### src/rtl/acf_pkg.sv
package acf_pkg;
  typedef enum logic [1:0] {
    ACT_IGNORE = 2'd0,
    ACT_STORE  = 2'd1,
    ACT_REPLY  = 2'd2
  } acf_act_e;
endpackage

### src/rtl/acf_obj_cmp.sv
module acf_obj_cmp #(
  parameter int IDW  = 29,
  parameter int SIDW = 11
) (
  input  logic [IDW-1:0]  id_i,
  input  logic            ext_i,
  input  logic [IDW-1:0]  obj_id_i,
  input  logic            obj_ext_i,
  input  logic            obj_val_i,
  input  logic [SIDW-1:0] mask_std_i,
  input  logic [IDW-1:0]  mask_ext_i,
  output logic            hit_o
);
  logic [IDW-1:0]  diff_ext;
  logic [SIDW-1:0] diff_std;
  logic            id_eq;

  always_comb begin
    diff_ext = (id_i ^ obj_id_i) & mask_ext_i;
    diff_std = (id_i[SIDW-1:0] ^ obj_id_i[SIDW-1:0]) & mask_std_i;
    id_eq    = ext_i ? (diff_ext == '0) : (diff_std == '0);
    hit_o    = obj_val_i && (obj_ext_i == ext_i) && id_eq;
  end
endmodule

### src/rtl/acf_prio_enc.sv
module acf_prio_enc #(
  parameter int N  = 15,
  localparam int IW = $clog2(N + 1)
) (
  input  logic [N-1:0]  req_i,
  output logic [IW-1:0] idx_o
);
  always_comb begin
    idx_o = '0;
    for (int i = N - 1; i >= 0; i--) begin
      if (req_i[i]) idx_o = IW'(i + 1);
    end
  end
endmodule

### src/rtl/acf_filter.sv
module acf_filter
  import acf_pkg::*;
#(
  parameter int NOBJ = 15,
  parameter int IDW  = 29,
  parameter int SIDW = 11,
  localparam int IW  = $clog2(NOBJ + 1)
) (
  input  logic                clk,
  input  logic                rst_n,
  input  logic                rx_vld_i,
  input  logic [IDW-1:0]      rx_id_i,
  input  logic                rx_ext_i,
  input  logic                rx_rtr_i,
  input  logic [SIDW-1:0]     gmask_std_i,
  input  logic [IDW-1:0]      gmask_ext_i,
  input  logic [IDW-1:0]      lmask_i,
  input  logic [NOBJ*IDW-1:0] obj_id_i,
  input  logic [NOBJ-1:0]     obj_ext_i,
  input  logic [NOBJ-1:0]     obj_dir_i,
  input  logic [NOBJ-1:0]     obj_val_i,
  output logic                res_vld_o,
  output logic [IW-1:0]       res_idx_o,
  output logic [1:0]          res_act_o
);
  logic [NOBJ-1:0] hit;
  logic [IW-1:0]   win_idx;
  logic            win_dir;
  acf_act_e        act_d;
  logic [IW-1:0]   idx_q;
  acf_act_e        act_q;
  logic            vld_q;

  // comparators: regular objects use the global masks, last one the combined mask
  for (genvar g = 0; g < NOBJ; g++) begin : g_obj
    if (g == NOBJ - 1) begin : g_last
      acf_obj_cmp #(.IDW(IDW), .SIDW(SIDW)) u_cmp (
        .id_i       (rx_id_i),
        .ext_i      (rx_ext_i),
        .obj_id_i   (obj_id_i[g*IDW +: IDW]),
        .obj_ext_i  (obj_ext_i[g]),
        .obj_val_i  (obj_val_i[g]),
        .mask_std_i (gmask_std_i & lmask_i[SIDW-1:0]),
        .mask_ext_i (gmask_ext_i & lmask_i),
        .hit_o      (hit[g])
      );
    end else begin : g_reg
      acf_obj_cmp #(.IDW(IDW), .SIDW(SIDW)) u_cmp (
        .id_i       (rx_id_i),
        .ext_i      (rx_ext_i),
        .obj_id_i   (obj_id_i[g*IDW +: IDW]),
        .obj_ext_i  (obj_ext_i[g]),
        .obj_val_i  (obj_val_i[g]),
        .mask_std_i (gmask_std_i),
        .mask_ext_i (gmask_ext_i),
        .hit_o      (hit[g])
      );
    end
  end

  // lowest index wins; the catch-all sits at the top so it only wins alone
  acf_prio_enc #(.N(NOBJ)) u_prio (
    .req_i (hit),
    .idx_o (win_idx)
  );

  always_comb begin
    win_dir = 1'b0;
    for (int i = 0; i < NOBJ; i++) begin
      if (win_idx == IW'(i + 1)) win_dir = obj_dir_i[i];
    end
    act_d = ACT_IGNORE;
    if (win_idx == IW'(NOBJ)) begin
      if (win_dir == rx_rtr_i) act_d = ACT_STORE;
    end else if (win_idx != '0) begin
      if (!win_dir && !rx_rtr_i)     act_d = ACT_STORE;
      else if (win_dir && rx_rtr_i)  act_d = ACT_REPLY;
    end
  end

  always_ff @(posedge clk or negedge rst_n) begin
    if (!rst_n) begin
      vld_q <= 1'b0;
      idx_q <= '0;
      act_q <= ACT_IGNORE;
    end else begin
      vld_q <= rx_vld_i;
      if (rx_vld_i) begin
        idx_q <= win_idx;
        act_q <= act_d;
      end
    end
  end

  assign res_vld_o = vld_q;
  assign res_idx_o = idx_q;
  assign res_act_o = act_q;

  a_r2_result_follows: assert property (@(posedge clk) disable iff (!rst_n)
    rx_vld_i |=> res_vld_o);
  a_r2_no_spurious: assert property (@(posedge clk) disable iff (!rst_n)
    !rx_vld_i |=> (!res_vld_o && $stable(res_idx_o) && $stable(res_act_o)));
  a_r5_none_ignored: assert property (@(posedge clk) disable iff (!rst_n)
    (res_vld_o && res_idx_o == '0) |-> res_act_o == ACT_IGNORE);
  a_r7_reply_needs_remote: assert property (@(posedge clk) disable iff (!rst_n)
    (rx_vld_i && !rx_rtr_i) |=> res_act_o != ACT_REPLY);
  a_r9_catchall_no_reply: assert property (@(posedge clk) disable iff (!rst_n)
    (res_vld_o && res_idx_o == IW'(NOBJ)) |-> res_act_o != ACT_REPLY);
endmodule

### config.mk
export PLATFORM = sky130hd
export DESIGN_NAME = acf_filter
export DESIGN_NICKNAME = d
export VERILOG_FILES = /design/src/rtl/acf_pkg.sv /design/src/rtl/acf_obj_cmp.sv /design/src/rtl/acf_prio_enc.sv /design/src/rtl/acf_filter.sv
export SDC_FILE = /design/constraint.sdc
export NUM_CORES = 1
export LEC_CHECK = 0
export BUFFER_PORTS_ARGS = -buffer_cell sky130_fd_sc_hd__buf_4
export CORE_AREA = 5 5 224 226
export DETAILED_ROUTE_END_ITERATION = 8
export DIE_AREA = 0 0 229 231
export PLACE_DENSITY = 0.38
export SETUP_SLACK_MARGIN = 0.4
export SLEW_MARGIN = 20
export SYNTH_ARGS = -nofsm -noshare
export SYNTH_HDL_FRONTEND = slang
export SYNTH_SLANG_ARGS = --single-unit
### constraint.sdc
create_clock -name clk -period 1.04 [get_ports clk]
set_clock_uncertainty 0.15 [all_clocks]
set_input_delay 0.104 -clock clk [delete_from_list [all_inputs] [get_ports clk]]
set_output_delay 0.104 -clock clk [all_outputs]
set_load 0.1 [all_outputs]
==> reports/qor.yml <==
maxCapViolCount: 0
io_pins: 590
hold_path_class: "in2reg"
die-area_mm2: 0.05290
holdCritStartpoint: "rx_vld_i"
antenna_found_initial: 3
synth_top_area_cell: "xor2_1"
power_density_mw_per_mm2: 604.8
initial_core_util: 0.1789
violations: "negative hold slack, negative setup slack"
crit_buf_inv: 3
grt_use_total: 0.3388
synthTopCellsByArea: "xor2_1 44%, a22oi_1 23%, nand4_1 4.9%"
final_antenna_net_count: 0
cts-root-buf: "clkbuf_16"
synth_top_area_frac: 0.4423
synth_xor_area_frac: 0.4423
finalHoldViolCount: 1
slowest_stage: "nor4_4"
hold_slack_ns: -0.05461
muxShareOfSynthArea: 0.003922
gp_congestion: 1.006
slew_headroom: 0.6282
combPwrFrac: 0.908
holdPathStages: 1
wl_per_cell_um: 35.49
vdd_drop_max_v: 0.0005150
outcome: "finished, violations left"
io_buffers: 589
synth_top_family_by_area: "XOR/XNOR gates"
p_int_mw: 5.632
die_h_um: 231
fin_area_mm2: 0.01813
switching_share: 0.4864
rows: 81
syn_area_per_cell_um2: 7.597
final_core_util: 0.3766
clk_path_buf_depth: 2
power_leakage_nw: 8.685
required_ns: 1.00
synthesis.area_mm2: 0.008615
max_freq_mhz: 271.0
r2r_slack_ns: 0.01
switchingPower_mw: 5.334
critPathArrivalTime_ns: 3.65
start_kind: "input pin"
drtPass1Iterations: 5
clock_latency_ns: 0.23
drt_iter0_markers: 1148
clk_pin_slew_ns: 0.04
syn2layout_area_growth_pct: 110.5
rr_worst_depth: 1
syn_nets: 1719
ys_seq_area_frac: 0.02033
yosys_warnings: 0
dpl_cell_area_mm2: 0.01681
async_flop_share: 1.000
drcViolationCount: 0
cts.sinks: 7
die_width_um: 229
slew_violations: 0
htree_levels: 1
vias: 13932
setup_slack_ns: -2.650
finalSetupViolations: 13
synth-compound-area-share: 0.3050
viasPerCell: 5.191
pwr-share-seq: 0.032
hold_end: "res_vld_o"
core-area_mm2: 0.04814
totalWireLength_um: 95240
path_delay_family: "compound AO/OA/AOI/OAI gates"
crit_type: "in2reg"
grt_first_pass_wirelength_um: 125700
max_stage_delay_ns: 0.40
ys_dominant_reg_cell: "dfrtp_1"
synth_simple_gate_area_frac: 0.1391
finalCritPeriodShare: 3.548
post-place-ws_ns: -3.471
syn_inst: 1134
synth_edf_count: 0
cts_buffers: 3
ys_seq_elements: 7
power_mw: 10.97
overflow: 0
power.share.clock: 0.060
grt_pass1_vias: 14924
r2r-end: "res_idx_o[1]"
worstReg2RegStart: "res_idx_o[1]"
crit_chain: "buf_12 > buf_12 > xor2_1 > nand3_1 > nand4_1 > nor4_4 > buf_4 > a21boi_4 > o311a_4 > o2111ai_4 > a21oi_1 > o221ai_1 > a31oi_1 > o31a_1 > o221a_1 > ha_1 > nor3_2 > a31oi_1 > a21oi_1"
rsz0062_at_grt: "true"
tritoncts: "done"
hpwl_um: 82810
finalWorstPathRequiredPeriod_ns: 3.690
drive_above_1_share: 0.5602
end_kind: "flip-flop"
cp_max_fo: 4
yosys.area_share.adder: 0.002905
nets: 2646
worst_pin_slew_ns: 0.5577
holdBufCountCts: 1
grt_max_degree: 15
yosysUniqueCellTypes: 63
cells in the final DEF, fill, tap and decap left out, drive strengths merged, types with 2 or more instances in the layout:
master,instances
o21bai,3
mux2,3
o221a,2
nand4,68
xor2,435
o2bb2ai,2
a21o,2
ha,2
nand2b,2
o21ai,18
nor3,6
a22oi,266
inv,9
and2,5
nor4,16
buf,1025
a31oi,6
nor2b,2
a32oi,2
nor2,23
nand3,57
nand2,37
a211oi,15
o221ai,2
diode,2
a21oi,20
dfrtp,7
o21a,2
clkbuf,4
what timing repair did:
item / in CTS / in global routing
resized for setup: 141 / 66
endpoints found under the setup margin: 13 / 13
setup buffers: 15 / 13
pin swaps: 62 / 48
endpoints found under the hold margin: 8 / 1
cloned: 1 / 0
metrics by stage:
step | setup TNS (ns) | cells
floorplan | -9.711 | 1134
global placement | -16.73 | 2648
detailed placement | -16.64 | 2648
CTS | -12.51 | 2669
global route | -13.54 | 2684
finish | -13.23 | 2684
layer usage:
layer / up-vias / routed length, µm / track usage
met2: 804 / 45150 / 0.5929
met3: 135 / 5868 / 0.04268
met1: 6925 / 39990 / 0.4341
li1: 6068 / - / -
met5: - / 0 / 0
met4: 0 / 4240 / 0.1064
power groups by stage:
stage	combinational (mW)	clock (mW)	sequential (mW)
2_1_floorplan	3.23	0	0.538
3_3_place_gp	9.27	0	0.335
3_5_place_dp	9.20	0	0.335
4_1_cts	9.66	0.659	0.348
5_1_grt	10.3	0.685	0.351
6_report	9.96	0.655	0.349
area by class of cell:
class	instances	area [µm²]
flip-flops and latches	7	197.7
inverters	9	33.78
diodes	2	5.005
fillers	5062	30010
repair buffers	1026	8687
clock buffers	4	78.83
multi-input cells	1014	8351
well taps	622	778.2
cells in the mapped netlist, drive strengths merged, types with 2 or more instances:
cell / n
clkbuf: 41
o21bai: 3
nand3: 57
nor2: 23
a22oi: 266
ha: 2
o21a: 2
o21ai: 18
a21o: 2
and2: 5
a21oi: 20
nor4: 16
dfrtp: 7
a211oi: 15
a31oi: 6
nor3: 6
inv: 9
nor2b: 2
buf: 63
o221a: 2
o221ai: 2
nand2b: 2
nand2: 37
mux2: 3
a32oi: 2
nand4: 68
xor2: 435
o2bb2ai: 2
cell families (layout without fill, tap and decap cells):
logic type / after synthesis / in the layout
flip-flops: 7 / 7
XOR/XNOR: 435 / 435
AND/OR/NAND/NOR: 222 / 222
adder cells (fa/ha/maj): 2 / 2
multiplexers: 3 / 3
AO/OA/AOI/OAI: 352 / 352
buffers and inverters: 113 / 1039
other: 0 / 2
sequential cells by signal, indices dropped and copies added (netlist names):
| signal | cells |
|---|---|
| res_idx_o | 4 |
| res_act_o | 2 |
| res_vld_o | 1 |
worst max path at each step:
stage | start | to | slack [ns] | depth (start not counted)
after global placement | rx_id_i[28] | res_act_o[0] | -3.53 | 20
after floorplan | rx_id_i[8] | res_act_o[0] | -2.44 | 19
after CTS | rx_id_i[28] | res_act_o[0] | -2.59 | 20
after detailed placement | rx_id_i[28] | res_act_o[0] | -3.47 | 20
after global routing | rx_id_i[2] | res_act_o[0] | -2.72 | 20
final | rx_id_i[22] | res_act_o[0] | -2.65 | 19
No activity file was read; power rests on OpenSTA's default activity.
